## src/rtl/dcp_pkg.sv

```systemverilog
`timescale 1ns/1ps
package dcp_pkg;
  // control word bit positions (software-visible layout)
  localparam int unsigned CFG_W        = 32;
  localparam int unsigned CFG_EN_BIT   = 31;
  localparam int unsigned CFG_NA_BIT   = 30;
  localparam int unsigned CFG_KEEP_BIT = 28;
  localparam int unsigned CFG_HALF_BIT = 27;
  localparam logic [CFG_W-1:0] CFG_MASK =
    (CFG_W'(1) << CFG_EN_BIT) | (CFG_W'(1) << CFG_NA_BIT) |
    (CFG_W'(1) << CFG_KEEP_BIT) | (CFG_W'(1) << CFG_HALF_BIT);

  typedef enum logic [2:0] {
    S_IDLE, S_LOOK, S_PUSH, S_FILL, S_BYP, S_DONE
  } dcp_state_e;

  // what follows a write-back
  typedef enum logic [1:0] { G_DONE, G_FILL, G_BYP } dcp_goal_e;
endpackage

```

## src/rtl/dcp_ctrl_reg.sv

```systemverilog
`timescale 1ns/1ps
module dcp_ctrl_reg
  import dcp_pkg::*;
(
  input  logic             clk,
  input  logic             rst,
  input  logic             cfg_we,
  input  logic [CFG_W-1:0] cfg_wdata,
  output logic [CFG_W-1:0] cfg_rdata,
  output logic             mode_en,
  output logic             mode_noalloc,
  output logic             mode_keep,
  output logic             mode_half
);
  logic [CFG_W-1:0] word_q;

  always_ff @(posedge clk) begin
    if (rst)         word_q <= '0;
    else if (cfg_we) word_q <= cfg_wdata & CFG_MASK;
  end

  assign cfg_rdata    = word_q;
  assign mode_en      = word_q[CFG_EN_BIT];
  assign mode_noalloc = word_q[CFG_NA_BIT];
  assign mode_keep    = word_q[CFG_KEEP_BIT];
  assign mode_half    = word_q[CFG_HALF_BIT];

  // a reset cycle leaves the word cleared
  p_cfg_cleared_r1: assert property (@(posedge clk) rst |=> (cfg_rdata == '0));
endmodule

```

## src/rtl/dcp_line_store.sv

```systemverilog
`timescale 1ns/1ps
module dcp_line_store #(
  parameter int unsigned IDX_W  = 3,
  parameter int unsigned TAG_W  = 28,
  parameter int unsigned DATA_W = 32
) (
  input  logic              clk,
  input  logic [IDX_W-1:0]  rd_idx,
  output logic              rd_valid,
  output logic              rd_dirty,
  output logic [TAG_W-1:0]  rd_tag,
  output logic [DATA_W-1:0] rd_data,
  input  logic              wr_en,
  input  logic [IDX_W-1:0]  wr_idx,
  input  logic              wr_valid,
  input  logic              wr_dirty,
  input  logic [TAG_W-1:0]  wr_tag,
  input  logic [DATA_W-1:0] wr_data
);
  localparam int unsigned SETS = 1 << IDX_W;

  // no reset on purpose: contents survive a hardware reset
  logic [SETS-1:0]   valid_a;
  logic [SETS-1:0]   dirty_a;
  logic [TAG_W-1:0]  tag_a  [SETS];
  logic [DATA_W-1:0] data_a [SETS];

  always_ff @(posedge clk) begin
    if (wr_en) begin
      valid_a[wr_idx] <= wr_valid;
      dirty_a[wr_idx] <= wr_dirty;
      tag_a[wr_idx]   <= wr_tag;
      data_a[wr_idx]  <= wr_data;
    end
  end

  assign rd_valid = valid_a[rd_idx];
  assign rd_dirty = dirty_a[rd_idx];
  assign rd_tag   = tag_a[rd_idx];
  assign rd_data  = data_a[rd_idx];
endmodule

```

## src/rtl/dcache_policy_ctrl.sv

```systemverilog
`timescale 1ns/1ps
module dcache_policy_ctrl
  import dcp_pkg::*;
#(
  parameter int unsigned ADDR_W = 32,
  parameter int unsigned DATA_W = 32,
  parameter int unsigned IDX_W  = 3
) (
  input  logic              clk,
  input  logic              rst,
  input  logic              cfg_we,
  input  logic [CFG_W-1:0]  cfg_wdata,
  output logic [CFG_W-1:0]  cfg_rdata,
  input  logic              cpu_req,
  input  logic              cpu_push,
  input  logic              cpu_we,
  input  logic              cpu_lock,
  input  logic [ADDR_W-1:0] cpu_addr,
  input  logic [DATA_W-1:0] cpu_wdata,
  output logic              cpu_ack,
  output logic [DATA_W-1:0] cpu_rdata,
  output logic              mem_req,
  output logic              mem_we,
  output logic [ADDR_W-1:0] mem_addr,
  output logic [DATA_W-1:0] mem_wdata,
  input  logic              mem_ack,
  input  logic [DATA_W-1:0] mem_rdata
);
  localparam int unsigned OFF_W = $clog2(DATA_W / 8);
  // stored tag keeps the top index bit so half mode stays unambiguous
  localparam int unsigned TAG_W = ADDR_W - OFF_W - IDX_W + 1;

  function automatic logic [IDX_W-1:0] set_of(input logic [ADDR_W-1:0] a, input logic half);
    logic [IDX_W-1:0] s;
    s = a[OFF_W +: IDX_W];
    if (half) s[IDX_W-1] = 1'b0;
    return s;
  endfunction

  function automatic logic [TAG_W-1:0] tag_of(input logic [ADDR_W-1:0] a);
    return a[ADDR_W-1 -: TAG_W];
  endfunction

  function automatic logic [ADDR_W-1:0] line_base(input logic [TAG_W-1:0] t,
                                                  input logic [IDX_W-1:0] s);
    return {t, s[IDX_W-2:0], {OFF_W{1'b0}}};
  endfunction

  logic mode_en, mode_noalloc, mode_keep, mode_half;

  dcp_ctrl_reg u_ctrl (
    .clk, .rst, .cfg_we, .cfg_wdata, .cfg_rdata,
    .mode_en, .mode_noalloc, .mode_keep, .mode_half
  );

  dcp_state_e        st, nxt;
  dcp_goal_e         goal_q, goal_d;
  logic [ADDR_W-1:0] cap_addr;
  logic [DATA_W-1:0] cap_wdata, rdata_q, rdata_d;
  logic              cap_we, cap_lock, cap_push, rdata_ld;

  logic [IDX_W-1:0]  cap_set;
  logic [TAG_W-1:0]  cap_tag;
  logic              rd_valid, rd_dirty;
  logic [TAG_W-1:0]  rd_tag;
  logic [DATA_W-1:0] rd_data;
  logic              st_we, w_valid, w_dirty;
  logic [TAG_W-1:0]  w_tag;
  logic [DATA_W-1:0] w_data;

  // named internal events
  logic hit, push_done, fill_done, push_inval;

  assign cap_set    = set_of(cap_addr, mode_half);
  assign cap_tag    = tag_of(cap_addr);
  assign hit        = rd_valid && (rd_tag == cap_tag);
  assign push_done  = (st == S_PUSH) && mem_ack;
  assign fill_done  = (st == S_FILL) && mem_ack;
  assign push_inval = cap_push ? !mode_keep : cap_lock;

  dcp_line_store #(.IDX_W(IDX_W), .TAG_W(TAG_W), .DATA_W(DATA_W)) u_store (
    .clk, .rd_idx(cap_set), .rd_valid, .rd_dirty, .rd_tag, .rd_data,
    .wr_en(st_we), .wr_idx(cap_set), .wr_valid(w_valid), .wr_dirty(w_dirty),
    .wr_tag(w_tag), .wr_data(w_data)
  );

  always_comb begin
    nxt      = st;
    goal_d   = G_DONE;
    st_we    = 1'b0;
    w_valid  = rd_valid;
    w_dirty  = rd_dirty;
    w_tag    = rd_tag;
    w_data   = rd_data;
    rdata_ld = 1'b0;
    rdata_d  = mem_rdata;
    case (st)
      S_IDLE: if (cpu_req) nxt = S_LOOK;
      S_LOOK: begin
        if (cap_push) begin
          if (hit && rd_dirty) begin nxt = S_PUSH; goal_d = G_DONE; end
          else begin
            nxt = S_DONE;
            if (hit && !mode_keep) begin st_we = 1'b1; w_valid = 1'b0; end
          end
        end else if (!mode_en) begin
          nxt = S_BYP;
        end else if (cap_lock) begin
          if (hit && rd_dirty) begin nxt = S_PUSH; goal_d = G_BYP; end
          else begin
            nxt = S_BYP;
            if (hit) begin st_we = 1'b1; w_valid = 1'b0; end
          end
        end else if (hit) begin
          nxt = S_DONE;
          if (cap_we) begin st_we = 1'b1; w_data = cap_wdata; w_dirty = 1'b1; end
          else begin rdata_ld = 1'b1; rdata_d = rd_data; end
        end else if (mode_noalloc) begin
          nxt = S_BYP;
        end else if (rd_valid && rd_dirty) begin
          nxt = S_PUSH; goal_d = G_FILL;
        end else begin
          nxt = S_FILL;
        end
      end
      S_PUSH: if (mem_ack) begin
        st_we   = 1'b1;
        w_dirty = 1'b0;
        w_valid = rd_valid && !push_inval;
        case (goal_q)
          G_FILL:  nxt = S_FILL;
          G_BYP:   nxt = S_BYP;
          default: nxt = S_DONE;
        endcase
      end
      S_FILL: if (mem_ack) begin
        st_we    = 1'b1;
        w_valid  = 1'b1;
        w_tag    = cap_tag;
        w_dirty  = cap_we;
        w_data   = cap_we ? cap_wdata : mem_rdata;
        rdata_ld = 1'b1;
        nxt      = S_DONE;
      end
      S_BYP: if (mem_ack) begin rdata_ld = 1'b1; nxt = S_DONE; end
      default: nxt = S_IDLE;
    endcase
  end

  always_ff @(posedge clk) begin
    if (rst) st <= S_IDLE;
    else     st <= nxt;
  end

  always_ff @(posedge clk) begin
    if (st == S_IDLE && cpu_req) begin
      cap_addr  <= cpu_addr;
      cap_wdata <= cpu_wdata;
      cap_we    <= cpu_we;
      cap_lock  <= cpu_lock;
      cap_push  <= cpu_push;
    end
    if (st == S_LOOK) goal_q  <= goal_d;
    if (rdata_ld)     rdata_q <= rdata_d;
  end

  assign cpu_ack   = (st == S_DONE);
  assign cpu_rdata = rdata_q;
  assign mem_req   = (st == S_PUSH) || (st == S_FILL) || (st == S_BYP);
  assign mem_we    = (st == S_PUSH) || ((st == S_BYP) && cap_we);
  assign mem_wdata = (st == S_PUSH) ? rd_data : cap_wdata;
  always_comb begin
    case (st)
      S_PUSH:  mem_addr = line_base(rd_tag, cap_set);
      S_FILL:  mem_addr = line_base(cap_tag, cap_set);
      default: mem_addr = cap_addr;
    endcase
  end

  // acknowledge lasts one cycle
  p_ack_pulse_r14: assert property (@(posedge clk) disable iff (rst)
    cpu_ack |=> !cpu_ack);
  // a pending memory transfer keeps its request and address
  p_mem_hold_r14: assert property (@(posedge clk) disable iff (rst)
    (mem_req && !mem_ack) |=> (mem_req && $stable(mem_addr) && $stable(mem_we)));
  // with the cache off, only push commands may touch the store
  p_disabled_quiet_r2: assert property (@(posedge clk) disable iff (rst)
    st_we |-> (mode_en || cap_push));
  // a line is never installed for a locked or no-allocate access
  p_no_alloc_lock_r6: assert property (@(posedge clk) disable iff (rst)
    fill_done |-> (!cap_lock && !mode_noalloc));
  // the victim is clean while the fill is on the bus
  p_victim_clean_r9: assert property (@(posedge clk) disable iff (rst)
    (st == S_FILL) |-> !(rd_valid && rd_dirty));
  // a locked operand on the bus no longer hits the store
  p_lock_hit_gone_r7: assert property (@(posedge clk) disable iff (rst)
    ((st == S_BYP) && cap_lock && mode_en) |-> !hit);
  // a kept line is clean when the push command completes
  p_keep_clean_r11: assert property (@(posedge clk) disable iff (rst)
    ((st == S_DONE) && cap_push && mode_keep) |-> !(hit && rd_dirty));
endmodule

```

## config.mk

```make
export PLATFORM = sky130hd
export DESIGN_NAME = dcache_policy_ctrl
export DESIGN_NICKNAME = d
export VERILOG_FILES = /design/src/rtl/dcp_pkg.sv /design/src/rtl/dcp_ctrl_reg.sv /design/src/rtl/dcp_line_store.sv /design/src/rtl/dcache_policy_ctrl.sv
export SDC_FILE = /design/constraint.sdc
export NUM_CORES = 1
export LEC_CHECK = 0
export BUFFER_PORTS_ARGS = -buffer_cell sky130_fd_sc_hd__buf_2
export CAP_MARGIN = 10
export CORE_MARGIN = 1.5
export CORE_UTILIZATION = 38
export CTS_CLUSTER_SIZE = 24
export DETAILED_ROUTE_END_ITERATION = 8
export HOLD_SLACK_MARGIN = 0.1
export PLACE_DENSITY_LB_ADDON = 0.12
export SYNTH_ARGS = -nofsm -noshare
export SYNTH_HDL_FRONTEND = slang
export SYNTH_SLANG_ARGS = --single-unit
```

## constraint.sdc

```tcl
create_clock -name clk -period 11 [get_ports clk]
set_input_delay 2.2 -clock clk [delete_from_list [all_inputs] [get_ports clk]]
set_output_delay 2.2 -clock clk [all_outputs]
set_load 0.02 [all_outputs]
```

Word level (Yosys, flattened, before mapping)
Memory sizes are Yosys's and may differ from the RTL's. Index checks and enable logic that the tools add are counted.

Flip-flop bits (word level): 124. RAM bits: 480. Input bits: 136. Logic and storage cells: 128. Memories: 2.

Memories: u_store.data_a (depth 8, width 32, read ports 1, clocked after Yosys merged registers in 0, write ports 1, RTL line dcp_line_store.sv:26) `logic [DATA_W-1:0] data_a [SETS];`; u_store.tag_a (depth 8, width 28, read ports 1, clocked after Yosys merged registers in 0, write ports 1, RTL line dcp_line_store.sv:25) `logic [TAG_W-1:0] tag_a [SETS];`.

$lt $le $gt $ge: 2. Eq/ne operators: 11. Muxes and demuxes: 83. Bitwise operators: 1. Reductions and logical operators: 18.

Operator list (count): $mux W32 (14); $pmux W32 S2 (2); $mux W28 (2); $mux W1 (42); $mux W3 (10); $eq A28 B28 Y1 (1); $bwmux W8 (2); $pmux W3 S4 (1); $logic_and A1 B1 Y1 (8); $bmux W1 S3 (2); $eq A3 B2 Y1 const B (2); $eq A3 B3 Y1 const B (2); $pmux W1 S3 (2); $pmux W3 S2 (1); $reduce_or A2 Y1 (3); $lt A3 B4 Y1 const B (1); $mux W2 (2); $ne A2 B2 Y1 const B (2); $pmux W1 S2 (2); $demux W1 S3 (1); $eq A3 B1 Y1 const B (1); $ge A3 B1 Y1 const B (1); $logic_not A3 Y1 (1); $logic_or A1 B1 Y1 (3); 6 further kinds (7).

Longest topological paths before layout
Gate-level depths: netlist of the first run.

Word-level depth: 12. Mapped depth: 16.

By module
From an unflattened synthesis of the first run, not the netlist that was laid out.

Cells, all modules: 1397. Area, all modules: 26326.5 sq um.

By module, submodules not included: dcp_line_store (instances 1, cells each 730, area an instance 18992.0 sq um); dcache_policy_ctrl (instances 1, cells each 621, area an instance 6950.4 sq um); dcp_ctrl_reg (instances 1, cells each 46, area an instance 384.1 sq um).

Least setup slack after synthesis of the first run
No wires, ideal clock.

Kind: input-to-reg. Start point: in mem_ack. End point: mem u_store.data_a[0][0], enable pin. Setup time: 0.571 ns. Data arrival time: 7.218 ns. Slack: 3.210 ns. Cell stages on the path: 3. Path buffers: 1. Path through: clkbuf_1 -> a22o_1 -> nor3b_1.

Cells in the longest elaborated chain, start to end: 4.

RTL lines: start, declared (RTL line dcache_policy_ctrl.sv:26) `input logic mem_ack,`; $mux W1 (RTL line dcache_policy_ctrl.sv:126, dcache_policy_ctrl.sv:136); $pmux W1 S2 (RTL line dcache_policy_ctrl.sv:97) `case (st)`; $mux W1 (RTL line dcp_line_store.sv:29) `if (wr_en) begin`; $mux W1 (implied by the code) (RTL line dcp_line_store.sv:33) `data_a[wr_idx] <= wr_data;`; end, declared (RTL line dcp_line_store.sv:26).

Every way passes these cells.

Final worst setup path of the first run
Start point: reg cap_addr[2]. End point: out mem_wdata[9].

Cells in the longest elaborated chain, start to end: 2.

RTL lines: start, declared (RTL line dcache_policy_ctrl.sv:58) `logic [ADDR_W-1:0] cap_addr;`; start signal, assigned (RTL line dcache_policy_ctrl.sv:157) `cap_addr <= cpu_addr;`; $mem_v2 Z8 W32; $mux W32 (RTL line dcache_policy_ctrl.sv:171) `assign mem_wdata = (st == S_PUSH) ? rd_data : cap_wdata;`; end, declared (RTL line dcache_policy_ctrl.sv:25) `output logic [DATA_W-1:0] mem_wdata,`.

Every way passes these cells.

==> run summary, run 1 <==
CTS sink cnt = 604
Setup crit start kind = register
share of post-route cells with drive strength above 1 = 21.29%
site row count = 96
GRT Resource Usage Total = 19.80%
Max Freq = 145.0 MHz
Yosys Warn Count = 0
post-CTS sizing = 0
crit end category = output port
P per Cell Area = 192.8 mW/mm2
Max Slew Vio Count = 0
Post-DRT Antenna Nets = 0
commonest non-fill, non-tap cell in the layout = edfxtp_1
Area contributors post-synth = edfxtp_1 (68%), mux2i_1 (6.5%), mux4_2 (4.0%), nand2_1 (3.0%), o21ai_0 (2.1%)
Netlist Area Pre-Place = 0.02623 mm2
root buffer cell = clkbuf_16
required time of the critical path = 8.80 ns
postcts setup bufs = 0
WS Path Type = reg -> out
FF-to-FF Start = cap_addr[4]
worst vdd ir = 0.0001349 V
hold_sp = u_ctrl.cfg_rdata[30]
nets@finish = 2110
clk buf depth = 3
post-DP HPWL = 41.19 mm
Avg Vias per Cell = 5.407
core box area = 0.06847 mm2
vias = 15744
# IOs = 267
Post-Synth Simple-Gate Area = 6.975%
actual slew at the worst max-slew pin = 1.267 ns
FF-to-FF setup slack = 4.42 ns
worst r2r path cells = 12
Synth top area share = 68.35%
initial antenna violation count = 2
worst hold stages = 2
XOR/XNOR Fraction of Synth Area = 1.002%
first-pass GRT wire length = 103.2 mm
total power = 5.842 mW
number of global-route vias before repair = 15668
Num CTS Buffers = 69
gr ovfl total = 0
Synth-to-Final Area Change = 15.51%
post-synthesis sequential area ratio = 68.89%
setup_tns = 0 ns
Leak Pwr = 10.88 nW
maxcap violations = 0
initial core utilization = 38.31%
RePlAce Congestion = 0.7471
Avg Synthesized Cell Area = 14.78 um2
# setup viols final = 0
status = finished, final reports clean
complex-gate fraction of the synthesized area = 7.318%
WP data arrival = 4.70 ns
DRT iter0 DRCs = 1173
Post-synth EDFFs = 597
most frequent cells in the layout = edfxtp_1 (597), buf_2 (210), nand2_1 (209), mux2i_1 (170), o21ai_0 (112)
Netlist cell types = 58
HP Class = reg -> reg
final hold vios = 0
largest family of logic cells by synthesized area = multiplexers
minimum clock period = 6.897 ns
post-synth top area cell = edfxtp_1
Cells after Synth = 1775
Final Cycle Share = 62.70%
worst min-delay path endpoint = u_ctrl.cfg_rdata[30]
height of the chip = 265.7 um
Synth Area in Adders = 0%
drt total wl = 70.68 mm
DRC = 0
asr flop ratio synth = 0%
Avg WL per Cell = 24.27 um
skew final = 0.02642 ns
Die Span X = 265.7 um
multiplexer share of the synthesized area = 12.66%
maximum net fanout on the critical path = 129
RSZ-0062 raised after global routing = no
Critical R2R Capture = u_store.tag_a[2][16]
largest net degree at the start of global routing = 130
clk_lat worst skew = 0.61 ns
die area = 0.07060 mm2
slew margin rel. = 14.61%
FF+latch count, synth = 604
CTS clk-pin slew, worst paths = 0.06 ns
DR pass1 iterations = 5
# H-tree levels = 3
port bufs = 210
hold_buf cts = 0
predominant post-synthesis flop cell = edfxtp_1
CTS tree = yes
CP Launch Point = cap_addr[2]
[where the power goes]
group	internal [mW]	switching, mW
Sequential	2.70	0.0397
Combinational	0.245	0.558
Clock	1.37	0.925
Total	4.32	1.52
[cells in the mapped netlist (3+ instances only)]
library cell,number
mux2i_2,3
mux2_2,13
and4_1,3
nor4_4,3
a21oi_1,75
inv_1,5
clkbuf_1,71
nand2_1,209
xor2_1,23
nor3_1,3
and2_1,7
and3_1,6
edfxtp_1,597
or2_2,3
a31oi_1,19
a221o_1,16
nand2b_1,5
nand4_1,9
nand3_1,46
nor2_1,89
o21ai_0,112
buf_6,9
xnor2_1,7
buf_2,18
mux2i_1,170
mux4_2,46
buf_4,35
buf_1,13
dfxtp_1,7
nor3b_1,4
a22oi_1,42
nand3b_1,12
nor2b_1,4
mux2_1,35
o211ai_1,18
a22o_1,6
o221ai_1,5
[state kept, by name (all words and copies together) (netlist names)]
signal,flops
cap_push,1
goal_q,2
cap_wdata,32
cpu_rdata,32
cap_lock,1
u_store.dirty_a,8
u_ctrl.cfg_rdata,4
u_store.tag_a,224
st,3
u_store.valid_a,8
u_store.data_a,256
cap_we,1
cap_addr,32
[critical path, cell delays in order (launching register included)]
cell,delay (ns)
edfxtp_1,0.37
buf_12,0.62
buf_4,0.92
and2_1,0.73
and2_0,0.56
nand2_1,0.11
nand3_1,0.29
nand2_1,0.11
nand2_1,0.10
buf_2,0.16
[metrics by stage]
step / instance area (um2) / util, % / setup slack (ns) / std cells / hold slack [ns]
after floorplan: 26330 / - / 3.210 / 1802 / 0.4849
after global placement: 28030 / 40.94 / 4.383 / 2784 / 0.5903
after detailed placement: 28030 / 40.94 / 4.350 / 2784 / 0.5941
after CTS: 30290 / 44.24 / 3.946 / 2910 / 0.6092
after global routing: 30290 / 44.25 / 3.738 / 2911 / 0.6293
final: 30300 / 44.25 / 4.103 / 2912 / 0.5938
[worst max-delay path by stage]
stage,endpoint,depth (start not counted)
floorplan,u_store.data_a[0][0],3
global placement,u_store.tag_a[2][13],12
detailed placement,u_store.tag_a[2][23],12
CTS,mem_wdata[9],9
global route,mem_wdata[10],9
finish,mem_wdata[9],9
[cell families (layout without fill, tap and decap cells)]
logic type,count (synthesis),count (layout)
flops,604,604
xor+xnor,30,30
buf+inv,155,382
other cells,1,29
compound gates,310,310
simple gates,408,408
mux,267,267
[layer usage]
layer	part of all wire (%)	up-vias	GRT usage [%]
met5	0.016	-	0
met4	1.8	2	4.545
met3	5.1	88	3.420
met2	47	442	32.16
met1	46	8042	27.85
li1	-	7170	-
[final cells by class]
cell class	instances	area (um2)
clock buffers	95	1929
inverters	7	26.28
clock inverters	31	327.8
flip-flops and latches	604	18070
fillers	6159	38170
multi-input cells	1043	7483
repair buffers	249	1356
well taps	882	1104
diodes	1	2.502
Note: power is estimated with default switching activity, not from simulation.
==> run 2: changes to the inputs <==
- clock period: 11 -> 5.9 ns (I/O delays scaled with it)
==> run summary, run 2 (synthesis gave the netlist of run 1 again) <==
fillers = 6139 (-0.32%)
max reg flops = 256 (unchanged)
DRC = 0 (unchanged)
WP data arrival = 5.32 ns (+0.62 ns)
Final Cycle Share = 85.84%
Avg Vias per Cell = 5.384 (-0.41%)
Crit path max-delay family = simple AND/OR/NAND/NOR gates
CTS sink cnt = 604 (unchanged)
skew final = 0.02251 ns (-0.003904 ns)
area of the multi-input gates = 0.007490 mm2 (about the same)
root buffer cell = clkbuf_16
WS Path Type = reg -> reg
slew margin rel. = 27.02% (+12 points)
Worst Setup Slack, final = 0.8353 ns (-3.267 ns)
post-CTS sizing = 0 (unchanged)
pre-CTS WS = 0.8249 ns (-3.525 ns)
HP Class = reg -> reg
status = finished, final reports clean
internal power = 7.895 mW (+83%)
site row count = 96 (unchanged)
first-pass GRT wire length = 103.3 mm (about the same)
# setup viols final = 0 (unchanged)
Seq pwr share = 47.8% (+0.9 points)
vias = 15765 (+0.13%)
Avg WL per Cell = 23.90 um (-1.5%)
worst vdd ir = 0.0002298 V (+70%)
crit path buf inv count = 2 (-1)
Synth-to-Final Area Change = 16.23%
nets@finish = 2135 (+1.2%)
worst path cell trace = nor2b_4 -> buf_4 -> mux4_2 -> mux2i_1 -> xor2_1 -> nand4_1 -> nor4_4 -> nand4_1 -> buf_4 -> mux2i_1 -> o21ai_0
CTS clk-pin slew, worst paths = 0.06 ns (about the same)
switching share of power = 26.34% (+0.27 points)
combinational power share = 14.1% (+0.3 points)
share of post-route cells with drive strength above 1 = 22.00% (+0.71 points)
required time of the critical path = 6.16 ns (-2.64 ns)
port bufs = 210 (unchanged)
drt total wl = 69.97 mm (-1.0%)
setup_tns = 0 ns (unchanged)
clk buf depth = 3 (unchanged)
Top reg by flops = u_store.data_a
maxcap violations = 0 (unchanged)
register area = 0.01807 mm2 (unchanged)
Max Slew Vio Count = 0 (unchanged)
minimum clock period = 5.065 ns
RePlAce Congestion = 0.7488 (+0.23%)
actual slew at the worst max-slew pin = 1.083 ns (-0.1842 ns)
gr ovfl total = 0 (unchanged)
clk_lat worst skew = 0.61 ns (about the same)
P per Cell Area = 351.6 mW/mm2 (+82%)
maximum net fanout on the critical path = 33 (-74%)
largest net degree at the start of global routing = 78 (-40%)
Setup crit start kind = register
# IOs = 267 (unchanged)
Max Freq = 197.4 MHz
Leak Pwr = 10.97 nW (+0.85%)
crit end category = register
Clk network pwr share = 38.2% (-1.1 points)
Hold WS = 0.5862 ns (-0.007629 ns)
number of global-route vias before repair = 15705 (+0.24%)
RSZ-0062 raised after global routing = no
die area = 0.07060 mm2 (unchanged)
initial core utilization = 38.31% (unchanged)
Post-DRT Antenna Nets = 0 (unchanged)
Largest regs = u_store.data_a (256), u_store.tag_a (224)
Num CTS Buffers = 70 (+1.4%)
GRT Resource Usage Total = 19.80% (about the same)
# H-tree levels = 3 (unchanged)
commonest non-fill, non-tap cell in the layout = edfxtp_1
most frequent cells in the layout = edfxtp_1 (597), buf_2 (210), nand2_1 (209), mux2i_1 (170), o21ai_0 (112)
slowest stage delay, CP = 0.88 ns (-0.04 ns)
hold_buf cts = 0 (unchanged)
total power = 10.72 mW (+83%)
initial antenna violation count = 2 (unchanged)
height of the chip = 265.7 um (unchanged)
post-DP HPWL = 42.10 mm (+2.2%)
core box area = 0.06847 mm2 (unchanged)
Net Switching = 2.824 mW (+85%)
Worst path slowest cell = o21ai_0
final hold vios = 0 (unchanged)
DRT iter0 DRCs = 1295 (+10%)
postcts setup bufs = 0 (unchanged)
Die Span X = 265.7 um (unchanged)
CTS tree = yes
DR pass1 iterations = 7 (+2)
run 2: cell types whose count changed in the layout (fill, tap and decap cells not counted), sizes merged:
cell / change
buf: +25
clkbuf: -13
inv: +3
bufinv: -2
clkinv: +2
clkinvlp: +1
run 2: metal layers:
layer | GRT usage (%) | up-vias | routed length (um)
met5 | 0 | - | 10
met3 | 3.494 | 89 | 3675
met2 | 31.82 | 449 | 33020
met4 | 5.590 | 2 | 1483
met1 | 27.65 | 8001 | 31780
li1 | - | 7224 | -
run 2: through the flow:
stage | instance area (um2) | std cells | util [%]
after floorplan | 26340 | 1802 | -
final | 30480 | 2928 | 44.52
after global routing | 30480 | 2928 | 44.52
after detailed placement | 28340 | 2808 | 41.39
after CTS | 30470 | 2926 | 44.50
after global placement | 28340 | 2808 | 41.39
run 2: worst reg2reg max path: stages, from the launching register on:
cell and delay [ns]:
edfxtp_1 0.50, nor2b_4 0.57, buf_4 0.29, mux4_2 0.30, mux2i_1 0.38, xor2_1 0.36
nand4_1 0.26, nor4_4 0.39, nand4_1 0.16, buf_4 0.38, mux2i_1 0.24, o21ai_0 0.88
run 2: area by class of cell:
| class | instances | share of cell area, % |
|---|---|---|
| Sequential cell | 604 | 59.27 |
| Clock buffer | 83 | 5.976 |
| Antenna cell | 1 | 0.008209 |
| Inverter | 7 | 0.08619 |
| Tap cell | 882 | 3.620 |
| Timing Repair Buffer | 273 | 5.475 |
| Multi-Input combinational cell | 1043 | 24.57 |
| Clock inverter | 35 | 0.9974 |
run 2: path summary, 6_finish.rpt:
path | startpoint | endpoint | slack, ns | depth (start not counted)
worst max-delay path | cap_addr[4] | u_store.data_a[1][28] | 0.84 | 11
worst min-delay path | u_ctrl.cfg_rdata[30] | u_ctrl.cfg_rdata[30] | 0.59 | 2
worst max register to register | cap_addr[4] | u_store.data_a[1][28] | 0.84 | 11
worst min register to register | u_ctrl.cfg_rdata[30] | u_ctrl.cfg_rdata[30] | 0.59 | 2
run 2: power by group through the flow:
stage	clock, mW	sequential, mW	combinational (mW)
2_1_floorplan	0	5.18	0.998
3_3_place_gp	0	5.21	1.49
3_5_place_dp	0	5.21	1.52
4_1_cts	4.17	5.12	1.52
5_1_grt	4.34	5.13	1.65
6_report	4.09	5.12	1.51
==> run 3: changes to the inputs <==
- ABC_AREA: unset -> 1
==> run summary, run 3 <==
CP Launch Point = cap_addr[4]
FF-to-FF Start = cap_addr[3]
Crit path max-delay family = buffers and inverters
Leak Pwr = 12.20 nW (+11%)
most frequent cells in the layout = nand2_1 (897), edfxtp_1 (597), buf_2 (210), o21ai_0 (183), inv_1 (175)
Net Switching = 3.168 mW (+12%)
post-DP HPWL = 45.28 mm (+7.6%)
WP data arrival = 3.81 ns (-1.51 ns)
Critical R2R Capture = u_store.data_a[3][6]
HP Class = reg -> reg
Area contributors post-synth = edfxtp_1 (68%), nand2_1 (13%), o21ai_0 (3.5%), a22o_1 (2.7%), inv_1 (2.5%)
worst vdd ir = 0.0001963 V (-15%)
# setup viols final = 0 (unchanged)
vias = 18513 (+17%)
critical path's most frequent cell = nand2_1
initial antenna violation count = 3 (+1)
Netlist cell types = 34 (-41%)
setup_tns = 0 ns (unchanged)
Final Cycle Share = 84.52% (-1.3 points)
postcts setup bufs = 0 (unchanged)
internal power = 7.943 mW (+0.61%)
Top reg by flops = u_store.data_a
DRC = 0 (unchanged)
GRT Resource Usage Total = 21.20% (+1.4 points)
Post-synth top cells = nand2_1 (899), edfxtp_1 (597), o21ai_0 (183), inv_1 (175), a21oi_1 (91)
post-synthesis sequential area ratio = 68.19% (-0.70 points)
skew final = 0.02803 ns (+0.005514 ns)
Synth-to-Final Area Change = 16.42%
Clk network pwr share = 36.4% (-1.8 points)
post-route cell area = 0.03085 mm2 (+1.2%)
worst setup path endpoint = mem_wdata[24]
Post-synth EDFFs = 597 (unchanged)
clk_lat worst skew = 0.62 ns (about the same)
worst path cell trace = a21oi_4 -> nand2_1 -> clkinv_1 -> buf_4 -> a22o_1 -> a221oi_1 -> nand2_1 -> inv_1 -> o21ai_0 -> buf_2
Worst path slowest cell = edfxtp_1
Largest regs = u_store.data_a (256), u_store.tag_a (224)
Post-DP Area = 0.02872 mm2 (+1.3%)
Seq pwr share = 47.0% (-0.8 points)
initial core utilization = 38.50% (+0.19 points)
commonest non-fill, non-tap cell in the layout = nand2_1
largest net degree at the start of global routing = 119 (+53%)
height of the chip = 267.1 um (+0.50%)
die area = 0.07132 mm2 (+1.0%)
site row count = 96 (unchanged)
CTS clk-pin slew, worst paths = 0.06 ns (about the same)
Synth top area share = 67.66% (-0.69 points)
CTS sink cnt = 604 (unchanged)
slew margin rel. = 22.24% (-4.8 points)
predominant post-synthesis flop cell = edfxtp_1
combinational power share = 16.6% (+2.5 points)
Max Slew Vio Count = 0 (unchanged)
post-CTS sizing = 0 (unchanged)
Post-DRT Antenna Nets = 0 (unchanged)
maximum net fanout on the critical path = 16 (-52%)
final hold vios = 0 (unchanged)
minimum clock period = 4.986 ns (-0.07828 ns)
drt total wl = 76.48 mm (+9.3%)
Post-Layout Cell Count = 3643 (+24%)
Avg Vias per Cell = 5.082 (-5.6%)
asr flop ratio synth = 0% (unchanged)
# H-tree levels = 3 (unchanged)
Max Freq = 200.5 MHz (+1.6%)
post-synth top area cell = edfxtp_1
fillers = 6330 (+3.1%)
worst r2r path cells = 20 (+9)
max reg flops = 256 (unchanged)
Yosys Warn Count = 0 (unchanged)
root buffer cell = clkbuf_16
switching share of power = 28.51% (+2.2 points)
nets@finish = 2796 (+31%)
crit path buf inv count = 4 (+2)
crit end category = output port
Netlist Area Pre-Place = 0.02650 mm2 (+1.0%)
Setup crit start kind = register
Cells after Synth = 2442 (+38%)
hold_buf cts = 0 (unchanged)
CTS tree = yes
P per Cell Area = 360.2 mW/mm2 (+2.4%)
FF+latch count, synth = 604 (unchanged)
Num CTS Buffers = 68 (-2.9%)
slowest stage delay, CP = 0.60 ns (-0.28 ns)
share of post-route cells with drive strength above 1 = 14.94% (-7.1 points)
clk buf depth = 3 (unchanged)
actual slew at the worst max-slew pin = 1.164 ns (+0.08028 ns)
WS Path Type = reg -> out
status = finished, final reports clean
cell with the most instances after synthesis = nand2_1
first-pass GRT wire length = 111.0 mm (+7.5%)
fin util = 44.82% (+0.29 points)
# IOs = 267 (unchanged)
required time of the critical path = 4.72 ns (-1.44 ns)
FF-to-FF setup slack = 1.25 ns (+0.41 ns)
placed cell count = 3521 (+25%)
Avg WL per Cell = 20.99 um (-12%)
RSZ-0062 raised after global routing = no
port bufs = 210 (unchanged)
gr ovfl total = 0 (unchanged)
number of global-route vias before repair = 17401 (+11%)
DRT iter0 DRCs = 1542 (+19%)
Die Span X = 267.1 um (+0.50%)
DR pass1 iterations = 5 (-2)
RePlAce Congestion = 0.7897 (+5.5%)
maxcap violations = 0 (unchanged)
Avg Synthesized Cell Area = 10.85 um2 (-27%)
Crit path depth = 10 (-1)
core box area = 0.06883 mm2 (+0.53%)
run 3: cell types whose count changed in the layout (fill, tap and decap cells not counted), moves of 35 or more:
cell      change
o21ai_0      +71
mux4_2       -46
inv_1       +170
mux2_1       -35
a221oi_1     +39
nand2_1     +688
a22oi_1      -42
mux2i_1     -170
a22o_1       +75
run 3: power groups by stage:
stage / clock network (mW) / registers [mW] / logic (mW)
2_1_floorplan: 0 / 5.29 / 1.20
3_3_place_gp: 0 / 5.31 / 1.80
3_5_place_dp: 0 / 5.31 / 1.84
4_1_cts: 4.14 / 5.22 / 1.85
5_1_grt: 4.30 / 5.23 / 2.06
6_report: 4.04 / 5.22 / 1.85
run 3: worst min-delay path by stage:
| stage | start | to | slack, ns | cells after the start |
|---|---|---|---|---|
| after global routing | st[2] | st[2] | 0.57 | 2 |
| after CTS | st[2] | st[2] | 0.52 | 2 |
| after global placement | st[2] | st[2] | 0.52 | 2 |
| after detailed placement | st[2] | st[2] | 0.52 | 2 |
| after floorplan | u_ctrl.cfg_rdata[28] | u_ctrl.cfg_rdata[28] | 0.46 | 2 |
| final | st[2] | st[2] | 0.53 | 2 |
run 3: metrics by stage:
stage	hold slack (ns)	setup WS, ns	power (mW)
after floorplan	0.4618	0.1246	6.493
after global placement	0.5158	1.196	7.103
after detailed placement	0.5160	1.236	7.154
after CTS	0.5241	0.8528	11.21
after global routing	0.5663	0.6430	11.59
final	0.5281	0.9136	11.11
run 3: cell families (layout without fill, tap and decap cells):
family,Yosys count,in the layout,synth area share (%)
and+or+nand+nor,1052,1052,15.59
other,1,30,0.01415
DFF,604,604,68.19
xor gates and xnor gates,1,1,0.03306
buffers and inverters,337,578,5.672
AOI/OAI and AO/OA,447,447,10.50
run 3: area by class of cell:
cell class	count	area (um2)	share of cell area (%)
diodes	2	5.005	0.01622
clock buffers	81	1760	5.707
clock inverters	39	360.3	1.168
inverters	187	703.2	2.280
multi-input cells	1528	7152	23.18
flip-flops and latches	604	18070	58.57
well taps	931	1165	3.776
repair buffers	271	1634	5.297
run 3: tightest hold or removal path, delay by kind of cell, from the launching register on:
kind / cells / cell delay (ns)
simple gates: 1 / 0.08
compound gates: 1 / 0.06
flops: 1 / 0.35
run 3: per-layer routing:
layer | wire length (um) | vias up | track usage (%)
met5 | 0 | - | 0
met4 | 1540 | 0 | 6.219
met3 | 4455 | 92 | 2.823
met2 | 36250 | 620 | 34.26
met1 | 34230 | 8974 | 29.85
li1 | - | 8827 | -
